===== src/rtl/tcc_pkg.sv =====
package tcc_pkg;

    localparam int CFG_W = 4;

    typedef enum logic [1:0] {
        MODE_RELEASE  = 2'd0,
        MODE_CAPTURE  = 2'd1,
        MODE_COMPARE  = 2'd2,
        MODE_BUFFERED = 2'd3
    } chan_mode_e;

    typedef struct packed {
        logic [1:0] sel;   // mode select pair
        logic [1:0] act;   // edge / action pair
    } chan_cfg_t;

    function automatic chan_mode_e decode_mode(input chan_cfg_t c);
        if (c.act == 2'b00)      return MODE_RELEASE;
        else if (c.sel[1])       return MODE_BUFFERED;
        else if (c.sel[0])       return MODE_COMPARE;
        else                     return MODE_CAPTURE;
    endfunction

    function automatic logic edge_hit(input logic [1:0] act, input logic rise, input logic fall);
        return (act[0] & rise) | (act[1] & fall);
    endfunction

    function automatic logic pin_action(input logic [1:0] act, input logic cur);
        case (act)
            2'b01:   return ~cur;
            2'b10:   return 1'b0;
            2'b11:   return 1'b1;
            default: return cur;
        endcase
    endfunction

endpackage


===== src/rtl/tcc_cfg.sv =====
module tcc_cfg
    import tcc_pkg::*;
(
    input  logic                clk,
    input  logic                rst,
    input  logic                cfg_we,
    input  logic [CFG_W-1:0]    cfg_wdata,
    input  logic                mode_unlock,
    output chan_cfg_t           cfg_q,
    output chan_mode_e          mode
);

    always_ff @(posedge clk) begin
        if (rst) begin
            cfg_q <= '0;
        end else if (cfg_we) begin
            cfg_q.act <= cfg_wdata[1:0];
            if (mode_unlock)
                cfg_q.sel <= cfg_wdata[3:2];
        end
    end

    assign mode = decode_mode(cfg_q);

endmodule


===== src/rtl/tcc_capture.sv =====
module tcc_capture
    import tcc_pkg::*;
#(
    parameter int CNT_W        = 16,
    parameter int SYNC_STAGES  = 2,
    parameter int BLANK_CYCLES = 2
) (
    input  logic             clk,
    input  logic             rst,
    input  logic             cap_en,
    input  logic [1:0]       act,
    input  logic             pin_in,
    input  logic [CNT_W-1:0] cnt_val,
    output logic [CNT_W-1:0] cap_q,
    output logic             cap_evt
);

    localparam int BW = $clog2(BLANK_CYCLES + 1);
    localparam logic [BW-1:0] BLANK_LOAD = BW'(BLANK_CYCLES);

    logic [SYNC_STAGES:0] chain;
    logic [BW-1:0]        blank_q;
    logic                 rise, fall;

    // synchronizer plus one history stage for edge detection
    genvar g;
    generate
        for (g = 0; g <= SYNC_STAGES; g++) begin : g_sync
            if (g == 0) begin : g_first
                always_ff @(posedge clk) begin
                    if (rst) chain[0] <= 1'b0;
                    else     chain[0] <= pin_in;
                end
            end else begin : g_next
                always_ff @(posedge clk) begin
                    if (rst) chain[g] <= 1'b0;
                    else     chain[g] <= chain[g-1];
                end
            end
        end
    endgenerate

    assign rise = chain[SYNC_STAGES-1] & ~chain[SYNC_STAGES];
    assign fall = ~chain[SYNC_STAGES-1] & chain[SYNC_STAGES];

    always_ff @(posedge clk) begin
        if (rst || !cap_en)
            blank_q <= BLANK_LOAD;
        else if (blank_q != '0)
            blank_q <= blank_q - 1'b1;
    end

    assign cap_evt = cap_en && (blank_q == '0) && edge_hit(act, rise, fall);

    always_ff @(posedge clk) begin
        if (rst)
            cap_q <= '0;
        else if (cap_evt)
            cap_q <= cnt_val;
    end

endmodule


===== src/rtl/tcc_compare.sv =====
module tcc_compare
    import tcc_pkg::*;
#(
    parameter int CNT_W = 16
) (
    input  logic             clk,
    input  logic             rst,
    input  chan_mode_e       mode,
    input  logic [CNT_W-1:0] cnt_val,
    input  logic             cnt_ovf,
    input  logic             val_we,
    input  logic [CNT_W-1:0] val_wdata,
    output logic [CNT_W-1:0] act_cmp,
    output logic             match
);

    logic [CNT_W-1:0] shd_q;
    logic             pend_q;
    logic             buffered;

    assign buffered = (mode == MODE_BUFFERED);

    always_ff @(posedge clk) begin
        if (rst) begin
            act_cmp <= '0;
            shd_q   <= '0;
            pend_q  <= 1'b0;
        end else begin
            if (buffered && cnt_ovf && pend_q) begin
                act_cmp <= shd_q;
                pend_q  <= 1'b0;
            end
            if (val_we && buffered) begin
                shd_q  <= val_wdata;
                pend_q <= 1'b1;
            end else if (val_we) begin
                act_cmp <= val_wdata;
            end
        end
    end

    assign match = (mode == MODE_COMPARE || buffered) && (cnt_val == act_cmp);

endmodule


===== src/rtl/tcc_channel.sv =====
module tcc_channel
    import tcc_pkg::*;
#(
    parameter int CNT_W        = 16,
    parameter int SYNC_STAGES  = 2,
    parameter int BLANK_CYCLES = 2
) (
    input  logic             clk,
    input  logic             rst,
    input  logic [CNT_W-1:0] cnt_val,
    input  logic             cnt_ovf,
    input  logic             cnt_stop,
    input  logic             cnt_hold,
    input  logic             cfg_we,
    input  logic [CFG_W-1:0] cfg_wdata,
    input  logic             val_we,
    input  logic [CNT_W-1:0] val_wdata,
    input  logic             flag_clr,
    input  logic             pin_in,
    input  logic             alt_in,
    output logic             pin_out,
    output logic             pin_dir,
    output logic             chan_flag,
    output logic [CNT_W-1:0] chan_val
);

    chan_cfg_t        cfg_q;
    chan_mode_e       mode_w;
    logic             cap_en;
    logic             cap_evt;
    logic             match_w;
    logic [CNT_W-1:0] cap_q;
    logic [CNT_W-1:0] act_cmp;
    logic             out_q;

    tcc_cfg u_cfg (
        .clk         (clk),
        .rst         (rst),
        .cfg_we      (cfg_we),
        .cfg_wdata   (cfg_wdata),
        .mode_unlock (cnt_stop & cnt_hold),
        .cfg_q       (cfg_q),
        .mode        (mode_w)
    );

    assign cap_en = (mode_w == MODE_CAPTURE);

    tcc_capture #(
        .CNT_W        (CNT_W),
        .SYNC_STAGES  (SYNC_STAGES),
        .BLANK_CYCLES (BLANK_CYCLES)
    ) u_cap (
        .clk     (clk),
        .rst     (rst),
        .cap_en  (cap_en),
        .act     (cfg_q.act),
        .pin_in  (pin_in),
        .cnt_val (cnt_val),
        .cap_q   (cap_q),
        .cap_evt (cap_evt)
    );

    tcc_compare #(
        .CNT_W (CNT_W)
    ) u_cmp (
        .clk       (clk),
        .rst       (rst),
        .mode      (mode_w),
        .cnt_val   (cnt_val),
        .cnt_ovf   (cnt_ovf),
        .val_we    (val_we),
        .val_wdata (val_wdata),
        .act_cmp   (act_cmp),
        .match     (match_w)
    );

    // channel output level: preset while released, acted on by compare matches
    always_ff @(posedge clk) begin
        if (rst)
            out_q <= 1'b1;
        else if (mode_w == MODE_RELEASE)
            out_q <= ~cfg_q.sel[0];
        else if (match_w)
            out_q <= pin_action(cfg_q.act, out_q);
    end

    always_ff @(posedge clk) begin
        if (rst)
            chan_flag <= 1'b0;
        else if (cap_evt || match_w)
            chan_flag <= 1'b1;
        else if (flag_clr)
            chan_flag <= 1'b0;
    end

    assign pin_out  = (mode_w == MODE_RELEASE) ? alt_in : out_q;
    assign pin_dir  = (mode_w != MODE_CAPTURE);
    assign chan_val = cap_en ? cap_q : act_cmp;

endmodule


===== config.mk =====
export PLATFORM = sky130hd
export DESIGN_NAME = tcc_channel
export DESIGN_NICKNAME = d
export VERILOG_FILES = /design/src/rtl/tcc_pkg.sv /design/src/rtl/tcc_cfg.sv /design/src/rtl/tcc_capture.sv /design/src/rtl/tcc_compare.sv /design/src/rtl/tcc_channel.sv
export SDC_FILE = /design/constraint.sdc
export NUM_CORES = 1
export LEC_CHECK = 0
export ABC_AREA = 0
export CORE_MARGIN = 4
export CORE_UTILIZATION = 55
export CTS_BUF_LIST = sky130_fd_sc_hd__clkbuf_8
export DETAILED_ROUTE_END_ITERATION = 12
export DONT_BUFFER_PORTS = 1
export PLACE_DENSITY = 0.82
export REMOVE_ABC_BUFFERS = 1
export SLEW_MARGIN = 20
export SYNTH_ARGS = -nofsm -noshare
export SYNTH_HDL_FRONTEND = slang
export SYNTH_SLANG_ARGS = --single-unit
export TNS_END_PERCENT = 20

===== constraint.sdc =====
create_clock -name clk -period 1.85 [get_ports clk]
set_input_delay 0 -clock clk [delete_from_list [all_inputs] [get_ports clk]]
set_output_delay 0 -clock clk [all_outputs]
set_load 0.05 [all_outputs]

==> flow_metrics.tcl <==
set metrics [dict create \
    run_status "finished, final reports clean" \
    htreeDepth 3 \
    syn_inst 325 \
    grt_pass1_vias 2605 \
    setup_viol 0 \
    max_slew_margin_pct 56.27 \
    cpMaxStageDelayCell "dlygate4sd3_1" \
    synth_edf_count 0 \
    antenna_left 0 \
    clk_path_buf_depth 2 \
    drt-initial-drc-count 360 \
    cts_tree "built" \
    r2r_cells 4 \
    path_depth 4 \
    p_leak_nw 1.732 \
    clk_pin_slew_ps 80 \
    die_area_um2 6178 \
    crit_chain "mux2i_1, dlygate4sd3_1, nor2_1, dlygate4sd3_1" \
    critPathLaunchType "register" \
    path_max_fanout 6 \
    grt_util_met1_pct 30.21 \
    crit_top_cell "dlygate4sd3_1" \
    placed_cells 398 \
    grt_usage_pct 25.73 \
    fillers 271 \
    grtUsageMet2_pct 41.09 \
    crit_arrival_ps 2050 \
    clock_latency_ps 350 \
    drt-pass1-iter-count 4 \
    max_freq_ghz 0.5481 \
    synth_area_leader_cell "dfxtp_1" \
    reg2reg_slack_ps 30 \
    crit_path_end "u_cfg.cfg_q[1]" \
    crit_family "buffers and inverters" \
    rr_endpoint "u_cfg.cfg_q[1]" \
    numPortBuffers 0 \
    nNetsFinal 438 \
    hpwlAfterDp_mm 4.334 \
    synthFlopType "dfxtp_1" \
    ys_types 37 \
    cts_inserted_buffers 9 \
    yosysWarnings 0 \
    area_delta_synth_final_pct 40.58 \
    async_flop_share_pct 0 \
    clock_sinks 60 \
    grt_overflow_total 0 \
    critical_path_class "register to register" \
    via_per_inst 5.518 \
    max_stage_delay_ps 590 \
    yosysMostFrequentCell "nand2_1" \
    p_per_area_nw_per_um2 850.7 \
    syn_area_per_cell_um2 8.435 \
    cp_num_buf_inv 2 \
    core-area_um2 4786 \
    drt-wirelength-per-cell_um 16.77 \
    hold_viol 0 \
    synth_common_cells "nand2_1 (84), dfxtp_1 (60), nor2_1 (39), mux2i_1 (37), a21oi_1 (17)" \
    synth_top_area_share_pct 43.82 \
    finClkSkew_ps 16.34 \
    place_congestion 0.7870 \
    r2r_start "u_cfg.cfg_q[1]" \
    start_util_pct 57.28 \
    post-route-drc-count 0 \
    whs_ps 84.87 \
    synth.yosys.seq_area_share_pct 43.82 \
    critPathRequiredTime_ps 2080 \
    die_h_um 78.60 \
    fin_crit_ps 1825 \
    gr-usage-met3_pct 6.537 \
    diodes 0 \
    antenna_found_initial 0 \
    wl_mm 7.766 \
    vdd_drop_max_uv 869.5 \
    grt_pass1_wl_mm 12.23 \
    busiest_layer "met2" \
    clock-root-buffer "clkbuf_8" \
    min_path_type "input pin to register" \
    io_pins 65 \
    drive_gt1_share_pct 12.63 \
    maxSlewViolCount 0 \
    via_count 2555 \
    syn_area_um2 2741 \
    crit_path_end_kind "register" \
    maxCapViolCount 0 \
    crit_path_start "u_cfg.cfg_q[1]" \
    fin_crit_sh_pct 98.62 \
    worst_pin_slew_ps 654.4 \
    yosys-top-cells-area "dfxtp_1 (44%), mux2i_1 (14%), nand2_1 (12%)" \
    core.rowCount 25 \
    synth_seq_cells 60 \
    stdcell_count 463 \
    grt_max_degree 62 \
    die_w_um 78.60 \
]
-- metal layers --
metal	routed length (µm)	vias to the layer above
met5	0	-
met4	415	0
met3	580	36
met2	3728	131
met1	3042	1164
li1	-	1224
-- placed cells by master (no fill, tap or decap), drive strengths merged, types with 2 or more instances in the layout --
| cell type | n |
|---|---|
| nand2 | 84 |
| dfxtp | 60 |
| dlygate4sd3 | 46 |
| nor2 | 40 |
| mux2i | 37 |
| buf | 27 |
| a21oi | 17 |
| a211oi | 16 |
| xnor2 | 11 |
| clkbuf | 10 |
| xor2 | 6 |
| inv | 5 |
| nor2b | 5 |
| nand3 | 4 |
| nor3 | 4 |
| nand4 | 3 |
| and2 | 2 |
| nand2b | 2 |
| bufinv | 2 |
-- layout make-up --
type / count / area [µm²] / share of cell area (%)
Multi-Input combinational cell: 244 / 1434 / 37.21
Clock buffer: 10 / 137.6 / 3.571
Sequential cell: 60 / 1205 / 31.27
Clock inverter: 6 / 80.08 / 2.078
Timing Repair Buffer: 73 / 899.6 / 23.34
Inverter: 3 / 13.76 / 0.3571
Tap cell: 67 / 83.83 / 2.175
-- through the flow --
| stage | total power, mW | setup TNS, ps | setup WS (ps) | util [%] | instance area [µm²] |
|---|---|---|---|---|---|
| floorplan | 1.666 | -3674 | -220.1 | - | 2646 |
| global placement | 1.837 | 0 | 318.2 | 65.25 | 3123 |
| detailed placement | 1.849 | 0 | 217.3 | 65.25 | 3123 |
| CTS | 3.232 | 0 | 64.93 | 80.00 | 3829 |
| global route | 3.392 | -8.760 | -8.760 | 80.52 | 3854 |
| finish | 3.278 | 0 | 25.45 | 80.52 | 3854 |
-- sequential cells by signal (all words and copies together), names as in the netlist --
name,cells
u_cap.cap_q,16
u_cmp.act_cmp,16
u_cmp.shd_q,16
u_cfg.cfg_q,4
u_cap.chain,3
u_cap.blank_q,2
chan_flag,1
out_q,1
u_cmp.pend_q,1
-- worst min path at each step --
| stage | depth (start not counted) | slack (ps) | to | startpoint |
|---|---|---|---|---|
| 6_report | 5 | 80 | chan_flag | cnt_val[4] |
| 5_1_grt | 3 | 80 | u_cmp.act_cmp[9] | val_we |
| 4_1_cts | 3 | 80 | u_cmp.act_cmp[11] | val_we |
| 3_3_place_gp | 1 | 80 | u_cmp.shd_q[0] | rst |
| 2_1_floorplan | 1 | 70 | u_cmp.shd_q[0] | rst |
| 3_5_place_dp | 1 | 80 | u_cmp.shd_q[9] | rst |
-- cell families after synthesis --
group / synth area share [%]
adders and majority gates: 0.4563
xor gates and xnor gates: 5.431
AOI/OAI and AO/OA: 8.763
DFF: 43.82
buffers and inverters: 3.879
and+or+nand+nor: 23.73
muxes: 13.92
-- power by group --
| group | internal [mW] | leakage [nW] | switching [mW] | total, mW |
|---|---|---|---|---|
| registers | 1.33 | 0.490 | 0.0401 | 1.37 |
| logic | 0.279 | 1.13 | 0.308 | 0.587 |
| clock network | 0.783 | 0.115 | 0.534 | 1.32 |
| total | 2.40 | 1.73 | 0.883 | 3.28 |
-- repair_timing --
item	CTS	global route
gates resized for setup	0	6
buffers inserted	0	2
endpoints found under the setup margin	0	18
endpoints found under the hold margin	60	0
hold buffers	47	0
-- worst reg2reg max path, delay by kind of cell (launching register included) --
| family | cells | cell delay, ps |
|---|---|---|
| simple gates | 1 | 40 |
| mux | 1 | 130 |
| flops | 1 | 370 |
| buf+inv | 2 | 1170 |
No activity file was read; power rests on OpenSTA's default activity.
